$ cat src/rtl/shrot_pkg.sv
package shrot_pkg;
  typedef enum logic [1:0] {
    KIND_SLL = 2'd0,
    KIND_SRL = 2'd1,
    KIND_SRA = 2'd2,
    KIND_ROR = 2'd3
  } kind_e;

  typedef enum logic [1:0] {
    FORM_IMM  = 2'd0,
    FORM_HI   = 2'd1,
    FORM_REG  = 2'd2,
    FORM_NONE = 2'd3
  } form_e;
endpackage

$ cat src/rtl/shrot_amount.sv
module shrot_amount
  import shrot_pkg::*;
#(
  parameter int AMT_W = 6
) (
  input  form_e            form,
  input  logic [AMT_W-1:0] amt_low,
  output logic [AMT_W-1:0] amt,
  output logic             legal
);
  always_comb begin
    amt   = '0;
    legal = 1'b1;
    case (form)
      FORM_IMM: amt = {1'b0, amt_low[AMT_W-2:0]};
      FORM_HI:  amt = {1'b1, amt_low[AMT_W-2:0]};
      FORM_REG: amt = amt_low;
      default:  legal = 1'b0;
    endcase
  end
endmodule

$ cat src/rtl/shrot_core.sv
module shrot_core
  import shrot_pkg::*;
#(
  parameter int DATA_W = 64,
  localparam int AMT_W = $clog2(DATA_W)
) (
  input  kind_e             kind,
  input  logic [AMT_W-1:0]  amt,
  input  logic [DATA_W-1:0] data,
  output logic [DATA_W-1:0] res
);
  logic              do_left;
  logic              do_rot;
  logic              fill;
  logic [DATA_W-1:0] flipped;
  logic [DATA_W-1:0] pre;
  logic [DATA_W-1:0] post_flip;
  logic [DATA_W-1:0] stg [AMT_W+1];

  assign do_left = (kind == KIND_SLL);
  assign do_rot  = (kind == KIND_ROR);
  assign fill    = (kind == KIND_SRA) & data[DATA_W-1];

  // A left shift is a right shift of the bit-reversed operand.
  for (genvar b = 0; b < DATA_W; b++) begin : g_flip_in
    assign flipped[b] = data[DATA_W-1-b];
  end
  assign pre    = do_left ? flipped : data;
  assign stg[0] = pre;

  // Logarithmic right network; each stage either wraps or fills.
  for (genvar i = 0; i < AMT_W; i++) begin : g_stage
    localparam int SH = 1 << i;
    logic [SH-1:0] top_bits;
    assign top_bits   = do_rot ? stg[i][SH-1:0] : {SH{fill}};
    assign stg[i+1]   = amt[i] ? {top_bits, stg[i][DATA_W-1:SH]} : stg[i];
  end

  for (genvar b = 0; b < DATA_W; b++) begin : g_flip_out
    assign post_flip[b] = stg[AMT_W][DATA_W-1-b];
  end
  assign res = do_left ? post_flip : stg[AMT_W];
endmodule

$ cat src/rtl/shrot_unit.sv
module shrot_unit
  import shrot_pkg::*;
#(
  parameter int DATA_W = 64,
  localparam int AMT_W = $clog2(DATA_W)
) (
  input  logic              clk,
  input  logic              rst,
  input  logic              in_valid,
  input  logic [3:0]        op,
  input  logic [DATA_W-1:0] operand,
  input  logic [DATA_W-1:0] shamt_src,
  output logic [DATA_W-1:0] result,
  output logic              res_valid
);
  form_e             form;
  kind_e             kind;
  logic [AMT_W-1:0]  amt;
  logic              legal;
  logic [DATA_W-1:0] core_res;
  logic [DATA_W-1:0] next_res;
  logic              unused_hi;

  assign form      = form_e'(op[3:2]);
  assign kind      = kind_e'(op[1:0]);
  assign unused_hi = ^shamt_src[DATA_W-1:AMT_W];

  shrot_amount #(.AMT_W(AMT_W)) i_amount (
    .form    (form),
    .amt_low (shamt_src[AMT_W-1:0]),
    .amt     (amt),
    .legal   (legal)
  );

  shrot_core #(.DATA_W(DATA_W)) i_core (
    .kind (kind),
    .amt  (amt),
    .data (operand),
    .res  (core_res)
  );

  assign next_res = legal ? core_res : '0;

  always_ff @(posedge clk) begin
    if (rst) begin
      result    <= '0;
      res_valid <= 1'b0;
    end else begin
      res_valid <= in_valid;
      if (in_valid) result <= next_res;
    end
  end

  p_valid_rise_r9: assert property (@(posedge clk) disable iff (rst)
    in_valid |=> res_valid);
  p_valid_drop_r9: assert property (@(posedge clk) disable iff (rst)
    !in_valid |=> !res_valid);
  p_hold_r10: assert property (@(posedge clk) disable iff (rst)
    !in_valid |=> $stable(result));
  p_unused_zero_r8: assert property (@(posedge clk) disable iff (rst)
    (in_valid && op[3:2] == 2'd3) |=> (result == '0));
  p_rot_zero_r7: assert property (@(posedge clk) disable iff (rst)
    (in_valid && op == 4'd11 && shamt_src[AMT_W-1:0] == '0)
      |=> (result == $past(operand)));
  p_sra_fill_r6: assert property (@(posedge clk) disable iff (rst)
    (in_valid && op == 4'd6 && shamt_src[AMT_W-2:0] == '1)
      |=> (result == {DATA_W{$past(operand[DATA_W-1])}}));
endmodule

$ cat config.mk
export PLATFORM = sky130hd
export DESIGN_NAME = shrot_unit
export DESIGN_NICKNAME = d
export VERILOG_FILES = /design/src/rtl/shrot_pkg.sv /design/src/rtl/shrot_amount.sv /design/src/rtl/shrot_core.sv /design/src/rtl/shrot_unit.sv
export SDC_FILE = /design/constraint.sdc
export NUM_CORES = 1
export LEC_CHECK = 0
export BUFFER_PORTS_ARGS = -buffer_cell sky130_fd_sc_hd__buf_2
export CORE_AREA = 4 4 124 126
export DETAILED_ROUTE_END_ITERATION = 16
export DIE_AREA = 0 0 128 130
export PLACE_DENSITY = 0.86
export SLEW_MARGIN = 0
export SYNTH_ARGS = -nofsm -noshare
export SYNTH_HDL_FRONTEND = slang
export SYNTH_SLANG_ARGS = --single-unit
export TNS_END_PERCENT = 50
$ cat constraint.sdc
create_clock -name clk -period 3.67 [get_ports clk]
set_input_delay 0.1835 -clock clk [delete_from_list [all_inputs] [get_ports clk]]
set_output_delay 0.1835 -clock clk [all_outputs]
set_load 0.05 [all_outputs]
==> flow_summary.toml <==
[grt]
grt_pass1_wl_mm = 56.59
gr-usage-all-layers_pct = 43.91
top_usage_layer = "met2"
antenna_found_initial = 0
met3_usage_pct = 10.27
first_global_vias = 9572
grt_remaining_overflow = 0
grtUsageMet2_pct = 69.19
use_met1_pct = 58.38
grt_start_max_net_pins = 48

[drt]
drc = 0
drt-total-wl_mm = 37.49
first_iter_violations = 2006
vias = 10330
post_drt_wl_per_cell_um = 27.93
viasPerCell = 7.700
drt_first_pass_iters = 7
postRouteAntennaNets = 0

[floorplanning]
num_rows = 44
start_util_pct = 58.73
die_w_um = 128
die_h_um = 130
num_io_pins = 200
dieArea_um2 = 16640
core_area_um2 = 14310

[synthesis]
yosys-top-cells-area = "mux4_2 20%, dfxtp_1 15%, mux2i_1 15%"
synthArstFlopShare_pct = 0
synth_fp_nets = 1136
synthAdderAreaFrac_pct = 0
synth_cells = 1001
syn_area_per_cell_um2 = 8.398
synth_top_family_by_area = "multiplexers"
synth_compound_area_share_pct = 30.69
synth_seq_area_share_pct = 15.48
yosysMostFrequentCell = "mux2i_1"
synth_edf_count = 0
yosys.area.top_type = "mux4_2"
ys_ff_latch = 65
synth_warnings = 0
synth_top_area_share_pct = 20.09
synthMuxAreaShare_pct = 35.75
synth-simple-area-share_pct = 12.64
synthesis.area_um2 = 8407
synth_commonest_cells = "122 x mux2i_1, 121 x nand2_1, 93 x a21oi_1"
synthXorXnorAreaFrac_pct = 0
synthFlopType = "dfxtp_1"
synth.distinct_cells = 58

[pwr]
sw_frac_of_total_pct = 45.29
powerDensity_nw_per_um2 = 380.4
p_switching_mw = 1.731
p_leak_nw = 4.405
intPower_mw = 2.091
p_clk_share_pct = 24.9
power_mw = 3.822
p_seq_share_pct = 21.2
pwr-share-comb_pct = 53.9
peakVddDrop_uv = 263.5

[timing]
rsz0062_at_grt = "false"
final_max_slew_viol_count = 0
layout_min_cycle_time_ns = 3.163
whs_ns = 0.1010
finalSetupViolCount = 0
setup_ws_ns = 0.5070
tns_ns = 0
fmax_mhz = 316.2
slew-limit-headroom_pct = 22.97
finClkSkew_ns = 0
worst_pin_slew_ns = 1.150
finalHoldViolations = 0
post-route-period-util_pct = 86.19

[worst_setup_path]
crit_path_start = "op[0]"
regToRegSetupSlack_ns = 2.79
cp_data_arrival_time_ns = 3.39
endpoint_kind = "flip-flop"
r2r_cells = 3
critical_path_class = "in2reg"
reg2reg_from = "result[24]$_SDFFE_PP0P_"
worstPathRequired_ns = 3.90
r2r_end = "result[24]$_SDFFE_PP0P_"
critPathMaxFanout = 24
critPathLaunchType = "input port"

[placement]
hpwl_mm = 29.30
numPortBuffers = 141
gp_congestion = 1.079
place_ws_ns = 0.3079

[clock_tree]
clock_path_buffers = 2
cts_resized = 0
cts-root-buf = "clkbuf_16"
cts_max_level = 3
clkTransAtPathRegs_ns = 0.06
cts_buffers = 9
cts_tree = "done"
cts_hold_buffers = 0
worstSkewPairLatency_ns = 0.33
post-cts-setup-buffers = 0
clkSinkCount = 65

[worst_hold_path]
hold_path_class = "in2reg"
hp-start = "rst"
worstHoldEndpoint = "res_valid$_SDFF_PP0_"
whs_path_depth = 2

[final_layout]
fin_util_pct = 70.19
area_growth_pct = 19.51
num_antenna_cells = 0
nets = 1288
drive_gt1_share_pct = 30.74

[run]
maxCapViolCount = 0

[status]
status = "complete, no violations"
cell families after synthesis:
logic type | Yosys count
AOI/OAI and AO/OA | 382
and+or+nand+nor | 253
muxes | 204
buffers and inverters | 97
DFF | 65
stage by stage:
step / std cells / area (um2)
final: 1342 / 10050
after global routing: 1342 / 10050
after CTS: 1342 / 10050
after detailed placement: 1326 / 9722
after global placement: 1326 / 9722
after floorplan: 1001 / 8407
cells in the final DEF (no fill, tap or decap), types with 10 or more instances in the layout:
| master | netlist | final |
|---|---|---|
| nand3_1 | 20 | 20 |
| a22oi_1 | 71 | 71 |
| buf_4 | 2 | 89 |
| o21ai_0 | 57 | 56 |
| mux2i_1 | 122 | 122 |
| o22ai_1 | 17 | 17 |
| nor2_1 | 75 | 73 |
| a221oi_1 | 22 | 22 |
| a211oi_1 | 14 | 14 |
| a21o_1 | 10 | 10 |
| o221ai_1 | 10 | 10 |
| mux4_2 | 75 | 75 |
| o211ai_1 | 11 | 11 |
| dfxtp_1 | 65 | 65 |
| a21oi_1 | 93 | 93 |
| buf_2 | 27 | 141 |
| nor3_1 | 13 | 13 |
| nand2_1 | 121 | 121 |
routing by layer:
layer  vias up  share of wire [%]
li1       4299                  -
met1      4830                 36
met2      1008                 44
met3       197                 14
met4         0                5.9
met5         -                  0
critical path, cell delays in order:
cell,delay (ns)
buf_2,0.17
or2_2,0.39
buf_12,0.27
mux4_2,0.56
mux2i_1,0.39
mux2i_1,0.18
mux2i_1,0.37
nor2_1,0.07
a21oi_1,0.23
o21ai_1,0.17
a221o_1,0.37
layout make-up:
| type | instances | area (um2) |
|---|---|---|
| Clock buffer | 9 | 225.2 |
| Clock inverter | 7 | 100.1 |
| Fill cell | 1125 | 4267 |
| Inverter | 2 | 7.507 |
| Multi-Input combinational cell | 839 | 6689 |
| Sequential cell | 65 | 1301 |
| Tap cell | 184 | 230.2 |
| Timing Repair Buffer | 236 | 1494 |
sequential cells by signal (all words and copies together) (netlist names):
signal / count
res_valid: 1
result: 64
how the worst max path moves through the flow:
| stage | end | slack [ns] |
|---|---|---|
| global route | result[45]$_SDFFE_PP0P_ | 0.34 |
| floorplan | result[49]$_SDFFE_PP0P_ | 1.10 |
| detailed placement | result[8]$_SDFFE_PP0P_ | 0.31 |
| finish | result[45]$_SDFFE_PP0P_ | 0.51 |
| CTS | result[45]$_SDFFE_PP0P_ | 0.61 |
| global placement | result[8]$_SDFFE_PP0P_ | 0.43 |
power by group through the flow:
stage / combinational (mW) / clock (mW) / sequential [mW]
floorplan: 1.04 / 0 / 1.05
global placement: 1.94 / 0 / 0.820
detailed placement: 1.97 / 0 / 0.824
CTS: 1.98 / 0.945 / 0.809
global route: 2.14 / 0.974 / 0.816
finish: 2.06 / 0.950 / 0.811
No activity file was read; power rests on OpenSTA's default activity.
